$ cat src/rtl/wdt_pkg.sv
package wdt_pkg;

    localparam int unsigned BUS_W  = 16;
    localparam int unsigned ADDR_W = 5;

    // Register byte addresses
    localparam logic [ADDR_W-1:0] ADR_KICK  = 5'h00;
    localparam logic [ADDR_W-1:0] ADR_STA   = 5'h04;
    localparam logic [ADDR_W-1:0] ADR_STB   = 5'h06;
    localparam logic [ADDR_W-1:0] ADR_CTRL  = 5'h08;
    localparam logic [ADDR_W-1:0] ADR_START = 5'h12;

    // Bit positions that software relies on
    localparam int unsigned BIT_FIRST  = 3;
    localparam int unsigned BIT_SECOND = 1;
    localparam int unsigned BIT_BOOT   = 2;
    localparam int unsigned BIT_HALT   = 11;

    // Decoded write strobes from the bus
    typedef struct packed {
        logic kick;
        logic halt_wr;
        logic halt_val;
        logic clr_first;
        logic clr_second;
        logic clr_boot;
    } wr_strobe_t;

endpackage

$ cat src/rtl/wdt_tick_gen.sv
module wdt_tick_gen #(
    parameter int unsigned PRESCALE = 60
) (
    input  logic clk,
    input  logic rst_n,
    input  logic run,
    input  logic restart,
    output logic tick
);
    localparam int unsigned CW = (PRESCALE > 1) ? $clog2(PRESCALE) : 1;
    localparam logic [CW-1:0] LAST = CW'(PRESCALE - 1);

    logic [CW-1:0] div_d, div_q;

    always_comb begin
        tick  = run && (div_q == LAST);
        div_d = div_q;
        if (!run || restart || tick) begin
            div_d = '0;
        end else begin
            div_d = div_q + CW'(1);
        end
    end

    always_ff @(posedge clk) begin
        if (!rst_n) begin
            div_q <= '0;
        end else begin
            div_q <= div_d;
        end
    end
endmodule

$ cat src/rtl/wdt_bus_decode.sv
module wdt_bus_decode
    import wdt_pkg::*;
#(
    parameter int unsigned CNT_W    = 10,
    parameter int unsigned MIN_INIT = 4
) (
    input  logic              bus_valid,
    input  logic              bus_write,
    input  logic [ADDR_W-1:0] bus_addr,
    input  logic [BUS_W-1:0]  bus_wdata,
    input  logic [1:0]        bus_be,
    input  logic [CNT_W-1:0]  cur_init,
    output wr_strobe_t        strobe,
    output logic              init_wr,
    output logic [CNT_W-1:0]  init_val
);
    logic wr_any;
    logic [CNT_W-1:0] merged;
    logic unused_wdata;

    assign unused_wdata = ^bus_wdata;
    assign wr_any = bus_valid && bus_write && (bus_be != 2'b00);

    // Per-bit lane merge of the start-value field
    for (genvar i = 0; i < CNT_W; i++) begin : g_merge
        assign merged[i] = bus_be[i / 8] ? bus_wdata[i] : cur_init[i];
    end

    always_comb begin
        strobe = '0;
        init_wr = 1'b0;
        init_val = merged;
        if (wr_any) begin
            unique case (bus_addr)
                ADR_KICK: strobe.kick = 1'b1;
                ADR_START: init_wr = (merged >= CNT_W'(MIN_INIT));
                ADR_CTRL: begin
                    strobe.halt_wr  = bus_be[1];
                    strobe.halt_val = bus_wdata[BIT_HALT];
                end
                ADR_STA: strobe.clr_first = bus_be[0] && bus_wdata[BIT_FIRST];
                ADR_STB: begin
                    strobe.clr_second = bus_be[0] && bus_wdata[BIT_SECOND];
                    strobe.clr_boot   = bus_be[0] && bus_wdata[BIT_BOOT];
                end
                default: ;
            endcase
        end
    end
endmodule

$ cat src/rtl/wdt_expiry_core.sv
module wdt_expiry_core
    import wdt_pkg::*;
#(
    parameter int unsigned CNT_W    = 10,
    parameter int unsigned MIN_INIT = 4
) (
    input  logic             clk,
    input  logic             rst_n,
    input  wr_strobe_t       strobe,
    input  logic             init_wr,
    input  logic [CNT_W-1:0] init_val,
    input  logic             tick,
    input  logic             no_reboot,
    input  logic             irq_enable,
    output logic [CNT_W-1:0] count,
    output logic [CNT_W-1:0] start_val,
    output logic             halt,
    output logic             st_first,
    output logic             st_second,
    output logic             st_boot,
    output logic             irq,
    output logic             reset_req
);
    typedef struct packed {
        logic [CNT_W-1:0] count;
        logic [CNT_W-1:0] start;
        logic             halt;
        logic             first;
        logic             second;
        logic             boot;
        logic             irq;
        logic             rreq;
    } core_state_t;

    core_state_t s_d, s_q;

    always_comb begin
        s_d      = s_q;
        s_d.irq  = 1'b0;
        s_d.rreq = 1'b0;

        if (init_wr)          s_d.start  = init_val;
        if (strobe.halt_wr)   s_d.halt   = strobe.halt_val;
        if (strobe.clr_first) s_d.first  = 1'b0;
        if (strobe.clr_second) s_d.second = 1'b0;
        if (strobe.clr_boot)  s_d.boot   = 1'b0;

        if (strobe.kick) begin
            s_d.count = s_q.start;
        end else if (tick) begin
            if (s_q.count == '0) begin
                s_d.count = s_q.start;
                if (!s_q.first) begin
                    s_d.first = 1'b1;
                    s_d.irq   = irq_enable;
                end else begin
                    s_d.second = 1'b1;
                    s_d.boot   = 1'b1;
                    s_d.rreq   = !no_reboot;
                end
            end else begin
                s_d.count = s_q.count - CNT_W'(1);
            end
        end
    end

    always_ff @(posedge clk) begin
        if (!rst_n) begin
            s_q       <= '0;
            s_q.start <= CNT_W'(MIN_INIT);
            s_q.halt  <= 1'b1;
        end else begin
            s_q <= s_d;
        end
    end

    assign count     = s_q.count;
    assign start_val = s_q.start;
    assign halt      = s_q.halt;
    assign st_first  = s_q.first;
    assign st_second = s_q.second;
    assign st_boot   = s_q.boot;
    assign irq       = s_q.irq;
    assign reset_req = s_q.rreq;
endmodule

$ cat src/rtl/wdt_twostage.sv
module wdt_twostage
    import wdt_pkg::*;
#(
    parameter int unsigned CLK_HZ   = 100_000_000,
    parameter int unsigned CNT_W    = 10,
    parameter int unsigned MIN_INIT = 4
) (
    input  logic              clk,
    input  logic              rst_n,
    input  logic              bus_valid,
    input  logic              bus_write,
    input  logic [ADDR_W-1:0] bus_addr,
    input  logic [BUS_W-1:0]  bus_wdata,
    input  logic [1:0]        bus_be,
    output logic [BUS_W-1:0]  bus_rdata,
    input  logic              no_reboot,
    input  logic              irq_enable,
    output logic              irq,
    output logic              reset_req
);
    // 0.6 s per tick
    localparam int unsigned PRESCALE = (CLK_HZ / 10) * 6 + ((CLK_HZ % 10) * 6) / 10;

    wr_strobe_t       strobe;
    logic             init_wr;
    logic [CNT_W-1:0] init_val;
    logic [CNT_W-1:0] count_w, start_w;
    logic             halt_w, first_w, second_w, boot_w, tick_w, kick_w;

    wdt_bus_decode #(.CNT_W(CNT_W), .MIN_INIT(MIN_INIT)) u_dec (
        .bus_valid (bus_valid),
        .bus_write (bus_write),
        .bus_addr  (bus_addr),
        .bus_wdata (bus_wdata),
        .bus_be    (bus_be),
        .cur_init  (start_w),
        .strobe    (strobe),
        .init_wr   (init_wr),
        .init_val  (init_val)
    );

    assign kick_w = strobe.kick;

    wdt_tick_gen #(.PRESCALE(PRESCALE)) u_tick (
        .clk     (clk),
        .rst_n   (rst_n),
        .run     (!halt_w),
        .restart (kick_w),
        .tick    (tick_w)
    );

    wdt_expiry_core #(.CNT_W(CNT_W), .MIN_INIT(MIN_INIT)) u_core (
        .clk        (clk),
        .rst_n      (rst_n),
        .strobe     (strobe),
        .init_wr    (init_wr),
        .init_val   (init_val),
        .tick       (tick_w),
        .no_reboot  (no_reboot),
        .irq_enable (irq_enable),
        .count      (count_w),
        .start_val  (start_w),
        .halt       (halt_w),
        .st_first   (first_w),
        .st_second  (second_w),
        .st_boot    (boot_w),
        .irq        (irq),
        .reset_req  (reset_req)
    );

    always_comb begin
        bus_rdata = '0;
        if (bus_valid && !bus_write) begin
            unique case (bus_addr)
                ADR_KICK:  bus_rdata = BUS_W'(count_w);
                ADR_START: bus_rdata = BUS_W'(start_w);
                ADR_CTRL:  bus_rdata[BIT_HALT] = halt_w;
                ADR_STA:   bus_rdata[BIT_FIRST] = first_w;
                ADR_STB: begin
                    bus_rdata[BIT_SECOND] = second_w;
                    bus_rdata[BIT_BOOT]   = boot_w;
                end
                default: bus_rdata = '0;
            endcase
        end
    end
endmodule

$ cat config.mk
export PLATFORM = sky130hd
export DESIGN_NAME = wdt_twostage
export DESIGN_NICKNAME = d
export VERILOG_FILES = /design/src/rtl/wdt_pkg.sv /design/src/rtl/wdt_tick_gen.sv /design/src/rtl/wdt_bus_decode.sv /design/src/rtl/wdt_expiry_core.sv /design/src/rtl/wdt_twostage.sv
export SDC_FILE = /design/constraint.sdc
export NUM_CORES = 1
export LEC_CHECK = 0
export CORE_AREA = 3 3 103 105
export DETAILED_ROUTE_END_ITERATION = 12
export DIE_AREA = 0 0 106 108
export DONT_BUFFER_PORTS = 1
export HOLD_SLACK_MARGIN = 0.03
export MAX_ROUTING_LAYER = met4
export PLACE_DENSITY = 0.46
export RECOVER_POWER = 25
export SETUP_SLACK_MARGIN = 0.2
export SYNTH_ARGS = -nofsm -noshare
export SYNTH_HDL_FRONTEND = slang
export SYNTH_SLANG_ARGS = --single-unit
export TNS_END_PERCENT = 1
$ cat constraint.sdc
create_clock -name clk -period 2.27 [get_ports clk]
set_input_delay 0.227 -clock clk [delete_from_list [all_inputs] [get_ports clk]]
set_output_delay 0.227 -clock clk [all_outputs]
set_load 0.03 [all_outputs]
==> results of run 1 <==
## flip-flops by register name (all words and copies together), names as in the netlist
signal,count
u_core.st_first,1
u_core.count,10
u_core.irq,1
u_core.halt,1
u_core.st_second,1
u_core.start_val,10
u_tick.div_q,26
u_core.reset_req,1
u_core.st_boot,1
## cell type report
class	count	area [sq um]
sequential	52	1046
inverter	8	30.03
timing repair buffer	32	254.0
tap	133	166.4
multi-input combinational	285	1758
clock inverter	2	13.76
clock buffer	6	72.57
fill	1076	6389
## timing repair
action                                  4_1_cts  5_1_grt
pin swaps                                     0        2
endpoints found under the setup margin        9       40
gates resized for setup                       2       12
buffers inserted                              0        3
hold endpoints to repair                      8        0
hold buffers                                  7        0
gates cloned                                  0        0
## per-stage QoR
stage	area [sq um]	hold WS (ns)
CTS	3298	0.03299
floorplan	2910	0.2994
global route	3341	0.03080
detailed placement	3133	0.2988
global placement	3133	0.2983
finish	3341	0.03700
## layout by cell type, fill, tap and decap left out, types with 3 or more instances in the layout
cell type | Yosys | final
o211ai_1 | 4 | 4
xnor2_1 | 11 | 11
clkbuf_8 | 0 | 5
and3_1 | 7 | 7
clkbuf_2 | 1 | 5
xor2_1 | 14 | 14
and4_1 | 5 | 5
clkbuf_1 | 8 | 3
nand4_1 | 8 | 8
a22oi_1 | 10 | 10
nor2_1 | 45 | 45
nor3_1 | 17 | 17
nand3_1 | 27 | 27
nor3b_1 | 4 | 4
buf_4 | 5 | 16
conb_1 | 1 | 5
mux2i_1 | 4 | 4
nand2_1 | 39 | 39
nor2b_1 | 3 | 3
nor4_1 | 9 | 8
inv_1 | 8 | 6
dlygate4sd3_1 | 0 | 7
dfxtp_1 | 52 | 50
or4b_1 | 3 | 3
a21oi_1 | 11 | 11
o21ai_0 | 19 | 18
o22ai_1 | 4 | 4
## worst paths after layout
path | from | to | slack, ns | depth (start not counted)
hold reg to reg | u_core.st_second$_SDFF_PN0_ | u_core.st_second$_SDFF_PN0_ | 0.46 | 2
setup / recovery | u_core.count[0]$_SDFFE_PN0P_ | u_core.count[4]$_SDFFE_PN0P_ | 0.26 | 8
hold / removal | rst_n | u_core.count[0]$_SDFFE_PN0P_ | 0.04 | 2
setup reg to reg | u_core.count[0]$_SDFFE_PN0P_ | u_core.count[4]$_SDFFE_PN0P_ | 0.26 | 8
## power breakdown
part / leakage [nW] / internal, mW / switching (mW)
clock network: 0.0456 / 0.221 / 0.328
logic: 0.633 / 0.0240 / 0.0386
registers: 0.420 / 0.911 / 0.000740
## logic make-up after synthesis
family / count (synthesis)
AO/OA/AOI/OAI: 60
flip-flops: 52
multiplexers: 4
AND/OR/NAND/NOR: 189
adder cells (fa/ha/maj): 2
buffers and inverters: 28
other: 1
XOR/XNOR: 25
## routing by layer
layer  track usage  vias up  routed length (um)
met1        0.1859     1234                3686
met4       0.04070        0                 138
li1              -     1344                   -
met3       0.03045       11                 306
met2        0.2363       42                3589
met5             -        -                   0
## critical path, delay by kind of cell, from the launching register on
family / cells / cell delay, ns
buffers and inverters: 2 / 0.26
adders and majority gates: 1 / 0.15
DFF: 1 / 0.36
and+or+nand+nor: 3 / 0.83
AOI/OAI and AO/OA: 2 / 0.26
==> metrics.txt, run 1 <==
Area Overhead vs Synth 15.38%; vias per inst 5.079; GRT Total Usage 0.1459; fin cells 518; final hold viol count 0; xor and xnor area share after synthesis 0.07563; complex-gate fraction of the synthesized area 0.1383; Inserted Clock Buffers 5; LEAKAGE 1.099 nW; count of nets after finishing 415; Worst-Margin Slew 0.6635 ns; total core area 9729 sq um; top_reg_cell synth dfxtp_1; antenna-violating nets left 0; Die X 106 um; commonest cells in the netlist dfxtp_1 (52), nor2_1 (45), nand2_1 (39), nand3_1 (27), o21ai_0 (19); Setup CP Type reg2reg; Syn Area/Cell 8.020 sq um; max frequency 496.5 MHz; cell taking the most area after synthesis dfxtp_1; TritonCTS clock tree built; final slew viol count 0; share of the synthesized area in the top cell type 0.3596; DRT Pass-1 Iters 4; RSZ-0062 raised after global routing yes; total power 1.523 mW; fin crit share 0.8873; sequential-to-total area share from yosys stat 0.3596; via count 2,631; Setup TNS Final 0 ns; placed insts 500; Post-Place Setup Slack 0.1896 ns; synth top area cells dfxtp_1 (36%), nor2_1 (5.8%), nand2_1 (5.1%); die height 108 um; Slowest cell on crit path or4b_4; Post-Route Utilization 0.3434; Skew-Pair Late Insertion Delay 0.32 ns; warning count from the yosys run 0; Final setup viols 0; I/O Pins 47; share of cells above drive strength 1 0.1273; Crit path required time 2.45 ns; post-DP HPWL 5668 um; clock sinks 52; antenna violations before repair 0; clk root buf clkbuf_8; Worst-path clk slew 0.11 ns; combinational family with the most area after synthesis simple AND/OR/NAND/NOR gates; max_slew headroom 0.5536; Yosys reg bits 52; Max Cap Violations 0; status completed; count leader, synth dfxtp_1; Starting Density 0.2976; GRT overflow 0; H-tree depth 2; CP Max Fanout 5; Largest stage delay, worst path 0.50 ns; Worst Skew 0.01668 ns; post-synthesis cell type count 56; mux cell area share after synthesis 0.01383; ANT cells 0; setup ws final 0.2559 ns; global-route wire length before repair 13,140 um; CTS Buffer Depth 2; synthesized cell area 2895 sq um; CP Launch Type register; WL final 7720 um; die footprint 11,450 sq um; EDFF count, synth 0; Pwr Density 455.9 nW/um^2; CP endpoint kind register; largest net degree at the start of global routing 29; post-route DRC violation count 0; asr flop ratio synth 0; crit path cell chain inv_2 -> ha_4 -> or4b_4 -> nor3b_4 -> buf_4 -> nor3_1 -> a21oi_1 -> o21ai_0; gp weighted congestion 0.8680; DRT iter0 DRCs 84; peak supply drop 0.1870 mV; PortBufs 0; min Tclk post-route 2.014 ns; Post-Synthesis Cells 361; row count 36; crit path DAT 2.20 ns; WL/cell 14.90 um; vias in the first global route 2,610; Post-Synth Simple-Gate Area 0.3505; Synth Area in Adders 0.008643; Hold Path Class in2reg
Power figures use the tool's default switching activity.
==> run 2: changes to the inputs <==
--- a/config.mk
+++ b/config.mk
@@ -5,11 +5,12 @@
 export SDC_FILE = /design/constraint.sdc
 export NUM_CORES = 1
 export LEC_CHECK = 0
+export CAP_MARGIN = 30
 export CORE_AREA = 3 3 103 105
 export DETAILED_ROUTE_END_ITERATION = 12
 export DIE_AREA = 0 0 106 108
 export DONT_BUFFER_PORTS = 1
-export HOLD_SLACK_MARGIN = 0.03
+export HOLD_SLACK_MARGIN = 0.1
 export MAX_ROUTING_LAYER = met4
 export PLACE_DENSITY = 0.46
 export RECOVER_POWER = 25
==> constraint.sdc (replaced) <==
create_clock -name clk -period 2.27 [get_ports clk]
set_input_delay 0.227 -clock clk [delete_from_list [all_inputs] [get_ports clk]]
set_output_delay 0.227 -clock clk [all_outputs]
set_load 0.02 [all_outputs]
==> run 2 against run 1 <==
  * Largest power group unchanged
  * Sequential cell count did not move
  * Worst hold slack better by 0.085 ns
  * Clock-buffer cell count down 1
  * Global-route usage is essentially flat
  * Clock power up 5.3%
  * Via count is 0.38% higher
  * Largest cell class unchanged
  * Clock skew up 0.0040 ns
  * Worst setup slack improved by 0.0088 ns
  * Routed wire length rose by 2.0%
  * Sequential share of layout area is 0.56 points lower
  * Register-to-register slack about the same
  * Final cell count grew 0.39%
==> metrics.txt, run 2 (synthesized netlist as in run 1, its figures left out) <==
Inserted Clock Buffers 5 (unchanged); post-DP HPWL 5693 um (was 5668 um); DRT Pass-1 Iters 5 (was 4); hold endpoint u_core.st_second$_SDFF_PN0_ (was u_core.count[0]$_SDFFE_PN0P_); largest net degree at the start of global routing 29 (unchanged); WL/cell 15.15 um (was 14.90 um); CP endpoint kind register (unchanged); die height 108 um (unchanged); vias per inst 5.079 (about the same); max frequency 498.7 MHz (was 496.5 MHz); Skew-Pair Late Insertion Delay 0.32 ns (about the same); largest register by flop count u_tick.div_q (unchanged); Worst Hold Depth 3 (was 2); metal1 wirelength 3751 um (was 3686 um); TritonCTS clock tree built (unchanged); Setup TNS Final 0 ns (unchanged); row count 36 (unchanged); count of nets after finishing 417 (was 415); I/O Pins 47 (unchanged); max_slew headroom 0.5523 (was 0.5536); total core area 9729 sq um (unchanged); worst r2r dst u_core.start_val[2]$_SDFFE_PN1P_ (was u_core.count[4]$_SDFFE_PN0P_); GRT Total Usage 0.1456 (was 0.1459); final hold viol count 0 (unchanged); design area 3402 sq um (was 3341 sq um); Worst-path clk slew 0.12 ns (was 0.11 ns); Setup CP Type reg2reg (unchanged); commonest non-fill, non-tap cells in the layout dfxtp_1 (50), nor2_1 (44), nand2_1 (39) (was dfxtp_1 (50), nor2_1 (45), nand2_1 (39)); Max Cap Violations 0 (unchanged); peak supply drop 0.2098 mV (was 0.1870 mV); top sig layer met4 (unchanged); Area Overhead vs Synth 17.50% (was 15.38%); CTS Buffer Depth 2 (unchanged); fin crit share 0.8834 (was 0.8873); LEAKAGE 1.100 nW (was 1.099 nW); Pwr Density 461.2 nW/um^2 (was 455.9 nW/um^2); clock sinks 52 (unchanged); WL final 7876 um (was 7720 um); CP Max Fanout 15 (was 5); GRT overflow 0 (unchanged); PortBufs 0 (unchanged); max reg flops 26 (unchanged); clk root buf clkbuf_8 (unchanged); Hold Path Class in2reg (unchanged); Crit path required time 2.48 ns (was 2.45 ns); Placed Area 3073 sq um (was 3133 sq um); Worst Skew 0.02064 ns (was 0.01668 ns); CP Launch Type register (unchanged); min Tclk post-route 2.005 ns (was 2.014 ns); met2 WL 3720 um (was 3589 um); via count 2,641 (was 2,631); status completed (unchanged); share of cells above drive strength 1 0.1163 (was 0.1273); Worst-Margin Slew 0.6715 ns (was 0.6635 ns); Hold Crit Start bus_wdata[1] (was rst_n); die footprint 11,450 sq um (unchanged); post-route DRC violation count 0 (unchanged); global-route wire length before repair 13,070 um (was 13,140 um); DRT iter0 DRCs 101 (was 84); ANT cells 0 (unchanged); R2R Setup Slk 0.26 ns (about the same); antenna-violating nets left 0 (unchanged); Die X 106 um (unchanged); R2R depth 5 (was 8); met3 wire len 265 um (was 306 um); RSZ-0062 raised after global routing yes (unchanged); commonest non-fill, non-tap cell in the layout dfxtp_1 (unchanged); Starting Density 0.2976 (unchanged); final slew viol count 0 (unchanged); gp weighted congestion 0.8453 (was 0.8680); vias in the first global route 2,594 (was 2,610); Final setup viols 0 (unchanged); antenna violations before repair 0 (unchanged); reg2reg start u_core.start_val[6]$_SDFFE_PN0P_ (was u_core.count[0]$_SDFFE_PN0P_); crit path DAT 2.21 ns (was 2.20 ns); H-tree depth 2 (unchanged)
==> run 2: worst max-delay path by stage <==
| stage | startpoint | to | cells past startpoint |
|---|---|---|---|
| after floorplan | u_tick.div_q[0]$_SDFF_PP0_ | u_tick.div_q[19]$_SDFF_PP0_ | 7 |
| after global placement | u_core.count[0]$_SDFFE_PN0P_ | u_core.count[6]$_SDFFE_PN0P_ | 8 |
| after detailed placement | u_core.count[0]$_SDFFE_PN0P_ | u_core.count[6]$_SDFFE_PN0P_ | 8 |
| after CTS | u_core.count[0]$_SDFFE_PN0P_ | u_core.count[6]$_SDFFE_PN0P_ | 8 |
| after global routing | bus_addr[0] | bus_rdata[3] | 6 |
| final | u_core.start_val[6]$_SDFFE_PN0P_ | u_core.start_val[2]$_SDFFE_PN1P_ | 5 |
==> run 2: routing by layer <==
layer | global-route usage | up-vias
met5 | - | -
met4 | 0.04255 | 0
met3 | 0.02567 | 9
met2 | 0.2368 | 42
met1 | 0.1865 | 1241
li1 | - | 1349
==> run 2: power breakdown <==
group	internal [mW]	leakage [nW]	switching, mW
clock	0.225	0.0423	0.353
sequential	0.911	0.420	0.000573
combinational	0.0341	0.638	0.0447
total	1.17	1.10	0.398
==> run 2: cell type report <==
| type | count | area, sq um |
|---|---|---|
| repair buffers | 34 | 310.3 |
| flip-flops and latches | 52 | 1046 |
| clock buffers | 5 | 68.82 |
| well taps | 133 | 166.4 |
| clock inverters | 3 | 26.28 |
| inverters | 8 | 30.03 |
| multi-input cells | 285 | 1754 |
| fillers | 1047 | 6327 |
==> run 2: per-stage QoR <==
stage / hold WS, ns / cells / utilization / worst slack (ns) / total power [mW]
2_1_floorplan: 0.2994 / 365 / - / 0.4198 / 0.9869
3_3_place_gp: 0.2987 / 492 / 0.3158 / 0.1779 / 0.9823
3_5_place_dp: 0.3004 / 492 / 0.3158 / 0.1760 / 0.9823
4_1_cts: 0.1089 / 516 / 0.3430 / 0.2091 / 1.586
5_1_grt: 0.1115 / 520 / 0.3497 / 0.1142 / 1.637
6_report: 0.1222 / 520 / 0.3497 / 0.2647 / 1.569
==> run 2: critical path: stages, from the launching register on <==
cell	delay, ns
dfxtp_1	0.39
or4_1	0.53
o22a_1	0.24
o2111ai_4	0.43
mux2i_1	0.24
nand2_1	0.06
==> run 2: timing repair <==
action                                  CTS  global route
hold endpoints to repair                 19             1
endpoints found under the setup margin   11            40
pin swaps                                 1             3
hold buffers                             13             1
setup buffers                             3             2
gates resized for setup                   4            13
==> run 3: changes to the inputs <==
--- a/config.mk
+++ b/config.mk
@@ -6,16 +6,17 @@
 export NUM_CORES = 1
 export LEC_CHECK = 0
 export CAP_MARGIN = 30
-export CORE_AREA = 3 3 103 105
+export CORE_AREA = 3 3 107 109
 export DETAILED_ROUTE_END_ITERATION = 12
-export DIE_AREA = 0 0 106 108
+export DIE_AREA = 0 0 110 112
 export DONT_BUFFER_PORTS = 1
 export HOLD_SLACK_MARGIN = 0.1
 export MAX_ROUTING_LAYER = met4
-export PLACE_DENSITY = 0.46
+export PLACE_DENSITY = 0.43
 export RECOVER_POWER = 25
 export SETUP_SLACK_MARGIN = 0.2
 export SYNTH_ARGS = -nofsm -noshare
 export SYNTH_HDL_FRONTEND = slang
+export SYNTH_HIERARCHICAL = 1
 export SYNTH_SLANG_ARGS = --single-unit
 export TNS_END_PERCENT = 1
==> run 3 against run 2 <==
  * The run now ends with negative hold slack left
  * Via count rose by 4.6%
  * Synthesized cell count rose by 2.5%
  * Core utilization fell by 1.0 points
  * Critical endpoint is now u_core/count[8]$_SDFFE_PN0P_
  * Sequential share of layout area fell by 2.0 points
  * Sequential cell count did not move
  * Clock-buffer cell count rose by 1
  * Critical path depth rose by 3
  * Largest power group unchanged
  * First-iteration DRC count rose by 53%
  * Clock skew fell by 0.011 ns
  * Highest routed layer unchanged
  * Sequential power barely moved
  * Maximum frequency fell by 10%
  * Total power fell by 0.74%
==> metrics.txt, run 3 <==
placed insts 527 (was 492); count leader, synth dfxtp_1 (unchanged); design area 3630 sq um (was 3402 sq um); gp weighted congestion 0.8268 (was 0.8453); Pwr Density 429.0 nW/um^2 (was 461.2 nW/um^2); fin crit share 0.9830 (was 0.8834); EDFF count, synth 0 (unchanged); share of cells above drive strength 1 0.1980 (was 0.1163); max_slew headroom 0.2929 (was 0.5523); clk root buf clkbuf_8 (unchanged); Crit path required time 2.51 ns (was 2.48 ns); crit path DAT 2.47 ns (was 2.21 ns); peak supply drop 0.2500 mV (was 0.2098 mV); RSZ-0062 raised after global routing yes (unchanged); reg2reg start u_tick/div_q[19]$_SDFF_PP0_ (was u_core.start_val[6]$_SDFFE_PN0P_); Multi-input gate area 2002 sq um (was 1754 sq um); Skew-Pair Late Insertion Delay 0.31 ns (was 0.32 ns); Synth Area in Adders 0.01194 (was 0.008643); Starting Density 0.2939 (was 0.2976); fin cells 539 (was 520); Post-Synthesis Cells 370 (was 361); vias in the first global route 2,608 (was 2,594); synth top area cells dfxtp_1 (33%), nor2_1 (5.3%), nand3_1 (4.9%) (was dfxtp_1 (36%), nor2_1 (5.8%), nand2_1 (5.1%)); Worst-path clk slew 0.10 ns (was 0.12 ns); Placed Area 3470 sq um (was 3073 sq um); DRT Pass-1 Iters 4 (was 5); Hold Path Class in2reg (unchanged); sequential-to-total area share from yosys stat 0.3311 (was 0.3596); die height 112 um (was 108 um); WL/cell 15.83 um (was 15.15 um); CP Launch Point u_tick/div_q[19]$_SDFF_PP0_ (was u_core.start_val[6]$_SDFFE_PN0P_); largest net degree at the start of global routing 22 (was 29); global-route wire length before repair 13,660 um (was 13,070 um); largest register by flop count u_tick/div_q (was u_tick.div_q); Setup TNS Final 0 ns (unchanged); Setup CP Type reg2reg (unchanged); ANT cells 0 (unchanged); CP Launch Type register (unchanged); cell taking the most area after synthesis dfxtp_1 (unchanged); top_reg_cell synth dfxtp_1 (unchanged); Post-Route Utilization 0.3393 (was 0.3497); xor and xnor area share after synthesis 0.06128 (was 0.07563); antenna-violating nets left 0 (unchanged); violated checks negative hold slack; final slew viol count 0 (unchanged); warning count from the yosys run 6 (was 0); R2R Setup Slk 0.04 ns (was 0.26 ns); Syn Area/Cell 8.498 sq um (was 8.020 sq um); CP endpoint kind register (unchanged); I/O Pins 47 (unchanged); worst hold margin -0.02507 ns (was 0.1222 ns); Final setup viols 0 (unchanged); vias per inst 5.126 (was 5.079); hold endpoint u_core/start_val[2]$_SDFFE_PN1P_ (was u_core.st_second$_SDFF_PN0_); combinational family with the most area after synthesis simple AND/OR/NAND/NOR gates (unchanged); met3 wire len 394 um (was 265 um); Worst Skew 0.01007 ns (was 0.02064 ns); synthesized cell area 3144 sq um (was 2895 sq um); asr flop ratio synth 0 (unchanged); commonest non-fill, non-tap cell in the layout dfxtp_1 (unchanged); min Tclk post-route 2.231 ns (was 2.005 ns); Hold-fix buffers, CTS 3 (was 13); row count 38 (was 36); WL final 8534 um (was 7876 um); DRT iter0 DRCs 155 (was 101); commonest cells in the netlist dfxtp_1 (52), nor2_1 (44), nand3_1 (31), nand2_1 (22), a21oi_1 (18) (was dfxtp_1 (52), nor2_1 (45), nand2_1 (39), nand3_1 (27), o21ai_0 (19)); Post-Synth Simple-Gate Area 0.3363 (was 0.3505); total core area 10,700 sq um (was 9729 sq um); LEAKAGE 1.230 nW (was 1.100 nW); post-route DRC violation count 0 (unchanged); GRT overflow 0 (unchanged); count of nets after finishing 431 (was 417); Worst Hold Depth 1 (was 3); max frequency 448.2 MHz (was 498.7 MHz); GRT Total Usage 0.1444 (was 0.1456); worst r2r dst u_core/count[8]$_SDFFE_PN0P_ (was u_core.start_val[2]$_SDFFE_PN1P_); FILL cells 1,146 (was 1,047); met2 WL 3606 um (was 3720 um); Area Overhead vs Synth 15.44% (was 17.50%); R2R depth 8 (was 5); Yosys reg bits 52 (unchanged); top sig layer met4 (unchanged); H-tree depth 2 (unchanged); post-synthesis cell type count 67 (was 56); TritonCTS clock tree built (unchanged); CP Max Fanout 2 (was 15); via count 2,763 (was 2,641); commonest non-fill, non-tap cells in the layout dfxtp_1 (51), nor2_1 (43), buf_4 (33) (was dfxtp_1 (50), nor2_1 (44), nand2_1 (39)); share of the synthesized area in the top cell type 0.3311 (was 0.3596); PortBufs 0 (unchanged); die footprint 12,320 sq um (was 11,450 sq um); Worst-Margin Slew 1.053 ns (was 0.6715 ns); clock sinks 52 (unchanged); metal1 wirelength 4436 um (was 3751 um); antenna violations before repair 0 (unchanged); Die X 110 um (was 106 um); max reg flops 26 (unchanged); final hold viol count 1 (was 0); Hold Crit Start rst_n (was bus_wdata[1]); CTS Buffer Depth 2 (unchanged); Max Cap Violations 0 (unchanged); status finished with violations (was completed); post-DP HPWL 6367 um (was 5693 um); mux cell area share after synthesis 0.08118 (was 0.01383); Inserted Clock Buffers 5 (unchanged); complex-gate fraction of the synthesized area 0.1238 (was 0.1383); FF+latch area 1042 sq um (was 1046 sq um)
run 3: cell types whose count changed after synthesis, moves of 6 or more:
cell | previous run | this run
nand2_1 | 39 | 22
mux2_2 | 0 | 12
a22oi_1 | 10 | 2
a31oi_1 | 1 | 9
mux2i_1 | 4 | 12
a21oi_1 | 11 | 18
nor4_1 | 9 | 2
o21ai_0 | 19 | 12
nand2b_1 | 1 | 7
nor3_1 | 17 | 11
run 3: what timing repair did:
action / CTS / global route
pin swaps: 4 / 3
endpoints found under the hold margin: 5 / 2
setup buffers: 1 / 1
cloned: 0 / 0
endpoints found under the setup margin: 7 / 11
gates resized for setup: 5 / 5
run 3: through the flow:
step | hold WS [ns] | total power [mW] | worst slack (ns)
final | -0.02507 | 1.557 | 0.03865
after global placement | 0.2955 | 1.003 | 0.01027
after detailed placement | 0.2987 | 1.003 | -0.003621
after CTS | -0.03841 | 1.588 | -0.007016
after global routing | -0.04185 | 1.619 | -0.04936
after floorplan | 0.2889 | 1.009 | 0.03632
run 3: worst max path at each step:
stage                                         to  cells after the start
finish              u_core/count[8]$_SDFFE_PN0P_                      8
global route        u_core/count[8]$_SDFFE_PN0P_                      8
CTS                 u_core/count[8]$_SDFFE_PN0P_                      8
detailed placement  u_core/count[8]$_SDFFE_PN0P_                      8
global placement    u_core/count[8]$_SDFFE_PN0P_                      8
floorplan           u_core/count[8]$_SDFFE_PN0P_                      8
run 3: cell type report:
class | count | area share
inverter | 9 | 0.009307
timing repair buffer | 38 | 0.07859
multi-input combinational | 293 | 0.5515
clock buffer | 6 | 0.02275
sequential | 52 | 0.2871
tap | 140 | 0.04826
clock inverter | 1 | 0.002413
run 3: worst max-delay path: stages (launching register included):
cell and delay, ns:
dfxtp_2 0.34, nor4b_2 0.24, and4b_1 0.25, nand3_2 0.12
nor2_4 0.12, or4b_4 0.47, a2111o_1 0.35, a21o_1 0.17
a21oi_2 0.10
run 3: logic make-up after synthesis:
kind of cell	count (synthesis)
AOI/OAI and AO/OA	59
and+or+nand+nor	180
adders and majority gates	3
muxes	24
buffers and inverters	29
xor gates and xnor gates	22
DFF	52
other	1
run 3: layer usage:
| metal | up-vias | global-route usage |
|---|---|---|
| li1 | 1391 | - |
| met1 | 1305 | 0.2108 |
| met2 | 60 | 0.2019 |
| met3 | 7 | 0.02957 |
| met4 | 0 | 0.03658 |
| met5 | - | - |
run 3: power by group:
group	internal (mW)	switching [mW]	leakage, nW
Combinational	0.0306	0.0419	0.764
Clock	0.244	0.327	0.0473
Sequential	0.912	0.000926	0.419
